`src/rtl/audtx_pkg.sv`:
```
package audtx_pkg;

    // Framing format selector
    typedef enum logic [1:0] {
        FMT_WIDE_EARLY_LOW  = 2'd0,
        FMT_WIDE_ALIGNED    = 2'd1,
        FMT_PULSE_EARLY     = 2'd2,
        FMT_PULSE_ALIGNED   = 2'd3
    } fmt_e;

    // Decoded sync shape
    typedef struct packed {
        logic wide;     // sync lasts a whole word
        logic early;    // sync leads data by one bit
        logic low;      // active level is low
    } sync_cfg_t;

    typedef enum logic [1:0] {
        ST_IDLE = 2'd0,
        ST_LEAD = 2'd1,
        ST_RUN  = 2'd2
    } st_e;

endpackage

```
`src/rtl/audtx_fmt_dec.sv`:
```
module audtx_fmt_dec
    import audtx_pkg::*;
(
    input  logic [1:0] fmt_i,
    input  logic       fs_inv_i,
    output sync_cfg_t  sync_o
);

    always_comb begin
        sync_o = '0;
        unique case (fmt_e'(fmt_i))
            FMT_WIDE_EARLY_LOW: begin
                sync_o.wide  = 1'b1;
                sync_o.early = 1'b1;
                sync_o.low   = 1'b1;
            end
            FMT_WIDE_ALIGNED: begin
                sync_o.wide  = 1'b1;
            end
            FMT_PULSE_EARLY: begin
                sync_o.early = 1'b1;
            end
            default: begin
                sync_o.wide  = 1'b0;
            end
        endcase
        // polarity flip applies on top of the format default
        sync_o.low = sync_o.low ^ fs_inv_i;
    end

endmodule

```
`src/rtl/audtx_bclk_gen.sv`:
```
module audtx_bclk_gen (
    input  logic clk,
    input  logic rst_n,
    input  logic tick_i,
    input  logic inv_i,
    output logic launch_o,
    output logic bclk_o
);

    logic phase_d, phase_q;

    always_comb begin
        phase_d = phase_q;
        if (tick_i) phase_d = ~phase_q;
    end

    always_ff @(posedge clk or negedge rst_n) begin
        if (!rst_n) phase_q <= 1'b0;
        else        phase_q <= phase_d;
    end

    // a tick in the high half ends the bit period: next bit goes out
    assign launch_o = tick_i & phase_q;
    assign bclk_o   = phase_q ^ inv_i;

    a_r2_phase_flips: assert property (@(posedge clk) disable iff (!rst_n)
        tick_i |=> (phase_q != $past(phase_q)));

endmodule

```
`src/rtl/audtx_framer.sv`:
```
module audtx_framer
    import audtx_pkg::*;
#(
    parameter int MAX_WL    = 32,
    parameter int MAX_SLOTS = 2,
    parameter bit MASK_HIZ  = 1'b1
) (
    input  logic                           clk,
    input  logic                           rst_n,
    input  logic                           launch_i,
    input  logic                           enable_i,
    input  sync_cfg_t                      sync_i,
    input  logic                           msb_first_i,
    input  logic [$clog2(MAX_WL+1)-1:0]    wl_i,
    input  logic [$clog2(MAX_SLOTS+1)-1:0] slots_i,
    input  logic [MAX_SLOTS-1:0]           mask_i,
    input  logic [MAX_WL-1:0]              smp_data_i,
    input  logic                           smp_valid_i,
    output logic                           smp_ready_o,
    output logic                           sd_o,
    output logic                           oe_o,
    output logic                           fs_act_o,
    output logic                           active_o,
    output logic                           underrun_o
);

    localparam int BW  = (MAX_WL > 1) ? $clog2(MAX_WL) : 1;
    localparam int SW  = (MAX_SLOTS > 1) ? $clog2(MAX_SLOTS) : 1;
    localparam int WLW = $clog2(MAX_WL + 1);
    localparam int SCW = $clog2(MAX_SLOTS + 1);

    typedef struct packed {
        st_e               st;
        logic [SW-1:0]     slot;
        logic [BW-1:0]     bitn;
        logic [MAX_WL-1:0] word;
        logic              sd;
        logic              oe;
        logic              fs;
        logic              stop;   // enable seen low during this run
        logic              go_on;  // another frame follows the current one
        logic              unr;
    } frm_t;

    frm_t r_d, r_q;

    logic           take;
    logic           enter;
    logic [SW-1:0]  ns;
    logic [BW-1:0]  nb;
    logic [WLW-1:0] wl_m1;
    logic [SCW-1:0] sl_m1;
    logic           last_bit, last_slot;
    logic           n_last, n_masked, cont;
    logic [BW-1:0]  idx;

    always_comb begin
        r_d   = r_q;
        take  = 1'b0;
        enter = 1'b0;
        ns    = '0;
        nb    = '0;
        wl_m1 = wl_i - WLW'(1);
        sl_m1 = slots_i - SCW'(1);
        last_bit  = (WLW'(r_q.bitn) == wl_m1);
        last_slot = (SCW'(r_q.slot) == sl_m1);

        if (r_q.st != ST_IDLE && !enable_i) r_d.stop = 1'b1;

        if (launch_i) begin
            unique case (r_q.st)
                ST_IDLE: begin
                    if (enable_i) begin
                        r_d.st   = ST_LEAD;
                        r_d.unr  = 1'b0;
                        r_d.stop = 1'b0;
                        r_d.sd   = 1'b0;
                        r_d.oe   = 1'b1;
                        r_d.fs   = sync_i.early;
                        r_d.slot = '0;
                        r_d.bitn = '0;
                    end
                end
                ST_LEAD: begin
                    enter  = 1'b1;
                    r_d.st = ST_RUN;
                end
                ST_RUN: begin
                    if (!last_bit) begin
                        enter = 1'b1;
                        ns    = r_q.slot;
                        nb    = r_q.bitn + 1'b1;
                    end else if (!last_slot) begin
                        enter = 1'b1;
                        ns    = r_q.slot + 1'b1;
                    end else if (r_q.go_on) begin
                        enter = 1'b1;
                    end else begin
                        r_d.st = ST_IDLE;
                        r_d.sd = 1'b0;
                        r_d.oe = 1'b1;
                        r_d.fs = 1'b0;
                    end
                end
                default: r_d.st = ST_IDLE;
            endcase
        end

        n_masked = mask_i[ns];
        n_last   = (SCW'(ns) == sl_m1) && (WLW'(nb) == wl_m1);
        cont     = !r_d.stop;
        idx      = msb_first_i ? BW'(wl_m1 - WLW'(nb)) : nb;

        if (enter) begin
            r_d.slot = ns;
            r_d.bitn = nb;
            if (nb == '0 && !n_masked) begin
                take = 1'b1;
                if (smp_valid_i) begin
                    r_d.word = smp_data_i;
                end else begin
                    r_d.word = '0;
                    r_d.unr  = 1'b1;
                end
            end
            r_d.sd = n_masked ? 1'b0 : r_d.word[idx];
            r_d.oe = !(n_masked && MASK_HIZ);
            if (n_last) r_d.go_on = cont;
            if (sync_i.early) begin
                if (sync_i.wide)
                    r_d.fs = (ns == '0 && WLW'(nb) != wl_m1) || (n_last && cont);
                else
                    r_d.fs = n_last && cont;
            end else begin
                if (sync_i.wide)
                    r_d.fs = (ns == '0);
                else
                    r_d.fs = (ns == '0) && (nb == '0);
            end
        end
    end

    always_ff @(posedge clk or negedge rst_n) begin
        if (!rst_n) r_q <= '0;
        else        r_q <= r_d;
    end

    assign smp_ready_o = take;
    assign sd_o        = r_q.sd;
    assign oe_o        = r_q.oe;
    assign fs_act_o    = r_q.fs;
    assign active_o    = (r_q.st != ST_IDLE);
    assign underrun_o  = r_q.unr;

    a_r10_take_on_launch: assert property (@(posedge clk) disable iff (!rst_n)
        smp_ready_o |-> launch_i);

    a_r8_underrun_holds: assert property (@(posedge clk) disable iff (!rst_n)
        (underrun_o && active_o) |=> underrun_o);

    a_r9_stop_at_frame_end: assert property (@(posedge clk) disable iff (!rst_n)
        $fell(active_o) |-> $past(last_bit && last_slot && r_q.st == ST_RUN));

    a_r5_bit_in_range: assert property (@(posedge clk) disable iff (!rst_n)
        (r_q.st == ST_RUN) |-> (WLW'(r_q.bitn) < wl_i));

    a_r3_pulse_single_bit: assert property (@(posedge clk) disable iff (!rst_n)
        (!sync_i.wide && r_q.fs && r_q.st == ST_RUN && launch_i) |=> !r_q.fs);

endmodule

```
`src/rtl/audtx_serializer.sv`:
```
module audtx_serializer
    import audtx_pkg::*;
#(
    parameter int MAX_WL    = 32,
    parameter int MAX_SLOTS = 2,
    parameter bit MASK_HIZ  = 1'b1
) (
    input  logic                           clk,
    input  logic                           rst_n,
    input  logic                           bclk_tick_i,
    input  logic                           enable_i,
    input  logic [1:0]                     cfg_fmt_i,
    input  logic                           cfg_fs_inv_i,
    input  logic                           cfg_bclk_inv_i,
    input  logic                           cfg_msb_first_i,
    input  logic [$clog2(MAX_WL+1)-1:0]    cfg_word_len_i,
    input  logic [$clog2(MAX_SLOTS+1)-1:0] cfg_slots_i,
    input  logic [MAX_SLOTS-1:0]           cfg_slot_mask_i,
    input  logic [MAX_WL-1:0]              smp_data_i,
    input  logic                           smp_valid_i,
    output logic                           smp_ready_o,
    output logic                           bclk_o,
    output logic                           fs_o,
    output logic                           sd_o,
    output logic                           sd_oe_o,
    output logic                           active_o,
    output logic                           underrun_o
);

    sync_cfg_t sync_cfg;
    logic      launch;
    logic      fs_act;

    audtx_fmt_dec u_dec (
        .fmt_i    (cfg_fmt_i),
        .fs_inv_i (cfg_fs_inv_i),
        .sync_o   (sync_cfg)
    );

    audtx_bclk_gen u_bclk (
        .clk      (clk),
        .rst_n    (rst_n),
        .tick_i   (bclk_tick_i),
        .inv_i    (cfg_bclk_inv_i),
        .launch_o (launch),
        .bclk_o   (bclk_o)
    );

    audtx_framer #(
        .MAX_WL    (MAX_WL),
        .MAX_SLOTS (MAX_SLOTS),
        .MASK_HIZ  (MASK_HIZ)
    ) u_frm (
        .clk         (clk),
        .rst_n       (rst_n),
        .launch_i    (launch),
        .enable_i    (enable_i),
        .sync_i      (sync_cfg),
        .msb_first_i (cfg_msb_first_i),
        .wl_i        (cfg_word_len_i),
        .slots_i     (cfg_slots_i),
        .mask_i      (cfg_slot_mask_i),
        .smp_data_i  (smp_data_i),
        .smp_valid_i (smp_valid_i),
        .smp_ready_o (smp_ready_o),
        .sd_o        (sd_o),
        .oe_o        (sd_oe_o),
        .fs_act_o    (fs_act),
        .active_o    (active_o),
        .underrun_o  (underrun_o)
    );

    assign fs_o = fs_act ^ sync_cfg.low;

    a_r2_sd_on_drive_edge: assert property (@(posedge clk) disable iff (!rst_n)
        (sd_o != $past(sd_o)) |-> ($past(bclk_o) == ~cfg_bclk_inv_i && bclk_o == cfg_bclk_inv_i));

endmodule

```
`config.mk`:
```
export PLATFORM = sky130hd
export DESIGN_NAME = audtx_serializer
export DESIGN_NICKNAME = d
export VERILOG_FILES = /design/src/rtl/audtx_pkg.sv /design/src/rtl/audtx_fmt_dec.sv /design/src/rtl/audtx_bclk_gen.sv /design/src/rtl/audtx_framer.sv /design/src/rtl/audtx_serializer.sv
export SDC_FILE = /design/constraint.sdc
export NUM_CORES = 1
export LEC_CHECK = 0
export BUFFER_PORTS_ARGS = -buffer_cell sky130_fd_sc_hd__buf_4
export CAP_MARGIN = 10
export CORE_MARGIN = 5
export CORE_UTILIZATION = 50
export DETAILED_ROUTE_END_ITERATION = 6
export PLACE_DENSITY_LB_ADDON = 0.15
export SETUP_SLACK_MARGIN = 0.02
export SLEW_MARGIN = 20
export SYNTH_ARGS = -nofsm -noshare
export SYNTH_HDL_FRONTEND = slang
export SYNTH_HIERARCHICAL = 1
export SYNTH_SLANG_ARGS = --single-unit
```
`constraint.sdc`:
```
create_clock -name clk -period 4.1 [get_ports clk]
set_input_delay 0.41 -clock clk [delete_from_list [all_inputs] [get_ports clk]]
set_output_delay 0.41 -clock clk [all_outputs]
set_load 0.05 [all_outputs]
```
==> reports/metrics.cfg <==
[status]
status = finished, final reports clean

[synthesis]
synthSimpleGateAreaFrac_pct = 24.5
synth_mux_area_share_pct = 6.84
synth_nets = 519
synth_top_family_by_area = simple AND/OR/NAND/NOR gates
synth_cells = 457
syn-cell-area_um2 = 3660
synth_seq_cells = 47
async_flop_share_pct = 100
synthTopCellsByCount = 96 x nand2_1, 60 x o21ai_0, 47 x dfrtp_1
avgSynthCellArea_um2 = 8.01
ys_seq_area_share_pct = 32.1
yosys_warnings = 6
yosysMostFrequentCell = nand2_1
synth-compound-area-share_pct = 22.0
synth_area_leader_cell = dfrtp_1
synth.distinct_cells = 67
synthAdderAreaFrac_pct = 3.62
synth_top_area_share_pct = 32.1
yosys.area_share.xor_xnor_pct = 5.64
netlist_top_cells_area = dfrtp_1 32%, nand2_1 9.8%, o21ai_0 8.2%, mux2_2 4.9%, nand3_1 3.8%
synth_edf_count = 0
synth_flop_cell = dfrtp_1

[clock_network]
clkSlewWorstSetupHoldPaths_ns = 0.09
cts.path.max_buffers = 2
hold_buffers = 0
cts_tree = built
cts_buffers = 5
clk-insertion-delay-late_ns = 0.31
ctsHtreeMaxLevel = 2
root_buffer = clkbuf_8
cts_sinks = 47

[layout]
layout.nets = 585
syn_to_final_growth_pct = 21.9
fillCellCount = 650
drive_gt1_share_pct = 24.6
multi_input_area_um2 = 2340
diodes = 0
seq_area_um2 = 1180

[setup_path]
critPathRequiredTime_ns = 4.32
critPathKind = in -> reg
path_buf_inv = 2
arrival_ns = 4.07
cp_top_family = simple AND/OR/NAND/NOR gates
worstPathCellList = buf_4 -> or3_1 -> or4_4 -> nand4_4 -> o21ai_1 -> nor2_1 -> ha_1 -> inv_1 -> fa_2 -> xor2_2 -> nand2_1 -> nand3_2 -> o21ai_4 -> a21oi_1 -> a221oi_2 -> nor3b_1 -> a2111o_1 -> o32ai_1
cp-end-kind = flop
start_kind = primary input
slowest_stage = or4_4
cp_slowest_stage_delay_ns = 0.47
path_max_fanout = 7

[floorplanning]
rows = 31
pin_count = 59
die-area_um2 = 9130
fp.dieW_um = 95.6
initial_utilization_pct = 51.0
dieHeight_um = 95.6
design.core.area_um2 = 7180

[route]
viasPerCell = 5.64
firstDrtPassIters = 4
drt_iter0_drc = 173
vias = 3512
wirelength_um = 9810
drcViolationCount = 0
antenna_left = 0
wire_per_inst_um = 15.7

[sta]
slew_viol_final = 0
worstMarginPinSlew_ns = 0.813
fin_skew_ns = 0.0107
clock.fmax_mhz = 260
layout_worst_path_cycle_share_pct = 94.0
relSlewSlack_pct = 45.7
fin_ws_ns = 0.247
setup_viol = 0
fin_hold_ws_ns = 0.112
rsz0062_at_grt = no
fin_crit_ns = 3.85
hold_viol = 0

[grt]
grt_max_degree = 66
gr-total-overflow = 0
grt_util_all_layers_pct = 22.5
grt_pass1_wl_um = 16200
grt_pass1_vias = 3380
antenna_found_initial = 0

[power_and_ir_drop]
p_leak_nw = 1.94
peakVddDrop_uv = 289
p_per_area_nw_per_um2 = 394
power.total_mw = 1.76

[worst_hold_path]
hp-class = in -> async

[place]
port_buffers = 58
gp_congestion = 0.923
dp_slack_ns = -0.0692
post-dp-hpwl_um = 7600

[flow_run]
timing.max_cap.violations = 0

-- through the flow --
| stage | util, % | area, um^2 | instances | TNS, ns |
|---|---|---|---|---|
| finish | 62.2 | 4460 | 623 | 0 |
| global route | 62.2 | 4460 | 623 | 0 |
| CTS | 61.9 | 4440 | 623 | 0 |
| detailed placement | 60.5 | 4340 | 615 | -0.0692 |
| global placement | 60.5 | 4340 | 615 | 0 |
| floorplan | - | 3690 | 457 | 0 |
-- worst reg2reg max path, delay by kind of cell (launching register included) --
family                     cells  cell delay (ns)
xor gates and xnor gates       1             0.19
DFF                            1             0.39
buffers and inverters          2             0.16
AOI/OAI and AO/OA              6             1.37
and+or+nand+nor                5             0.82
adders and majority gates      3             0.77
-- sequential cells by signal (all words and copies together), names as in the netlist --
signal and flops:
u_bclk/phase_q 1, u_frm/fs_act_o 1, u_frm/oe_o 1, u_frm/r_q 42, u_frm/sd_o 1, u_frm/underrun_o 1
-- cells by family (layout without fill, tap and decap cells) --
logic type                 count (synthesis)  count (layout)
xor gates and xnor gates                  22              22
buffers and inverters                     42             109
AOI/OAI and AO/OA                        124             124
muxes                                     23              23
adders and majority gates                 10              10
and+or+nand+nor                          189             189
DFF                                       47              47
-- repair_timing --
action / CTS / global route
gates resized for setup: 0 / 3
hold endpoints to repair: 0 / 0
endpoints found under the setup margin: 0 / 1
setup buffers: 0 / 0
-- worst paths after layout --
| path | start | to | slack [ns] | depth (start not counted) |
|---|---|---|---|---|
| worst max-delay path | cfg_word_len_i[2] | u_frm/sd_o$_DFFE_PN0P_ | 0.25 | 18 |
| worst min-delay path | rst_n | u_frm/r_q[11]$_DFFE_PN0P_ | 0.11 | 1 |
| min in group clk | bclk_tick_i | u_bclk/phase_q$_DFFE_PN0P_ | 0.27 | 2 |
| max in group asynchronous | rst_n | u_frm/r_q[1]$_DFFE_PN0P_ | 3.57 | 1 |
| worst min register to register | u_frm/r_q[8]$_DFFE_PN0P_ | u_frm/r_q[8]$_DFFE_PN0P_ | 0.48 | 2 |
| worst max register to register | u_frm/r_q[44]$_DFFE_PN0P_ | u_frm/sd_o$_DFFE_PN0P_ | 0.34 | 17 |
-- placed cells by master, fill, tap and decap left out, types with 11 or more instances in the layout --
cell / count
o21ai_0: 60
a21oi_1: 18
inv_1: 17
nor3_1: 11
nand2_1: 96
buf_4: 82
nand3_1: 27
mux2_2: 16
nor2_1: 16
xnor2_1: 11
dfrtp_1: 47
-- metal layers --
| layer | global-route usage (%) | routed length [um] |
|---|---|---|
| met4 | 5.21 | 111 |
| met1 | 29.7 | 4430 |
| met3 | 4.03 | 475 |
| met5 | 0 | 0 |
| met2 | 38.3 | 4790 |
-- cell type report --
type | instances | share of cell area, %
multi-input cells | 368 | 52.4
flip-flops and latches | 47 | 26.4
repair buffers | 84 | 14.7
well taps | 99 | 2.78
clock buffers | 7 | 2.16
inverters | 17 | 1.43
clock inverters | 1 | 0.168
-- power by group --
group	switching [mW]	total, mW	internal [mW]
logic	0.474	0.778	0.304
clock network	0.166	0.320	0.154
registers	0.0738	0.659	0.585
Power figures use the tool's default switching activity.
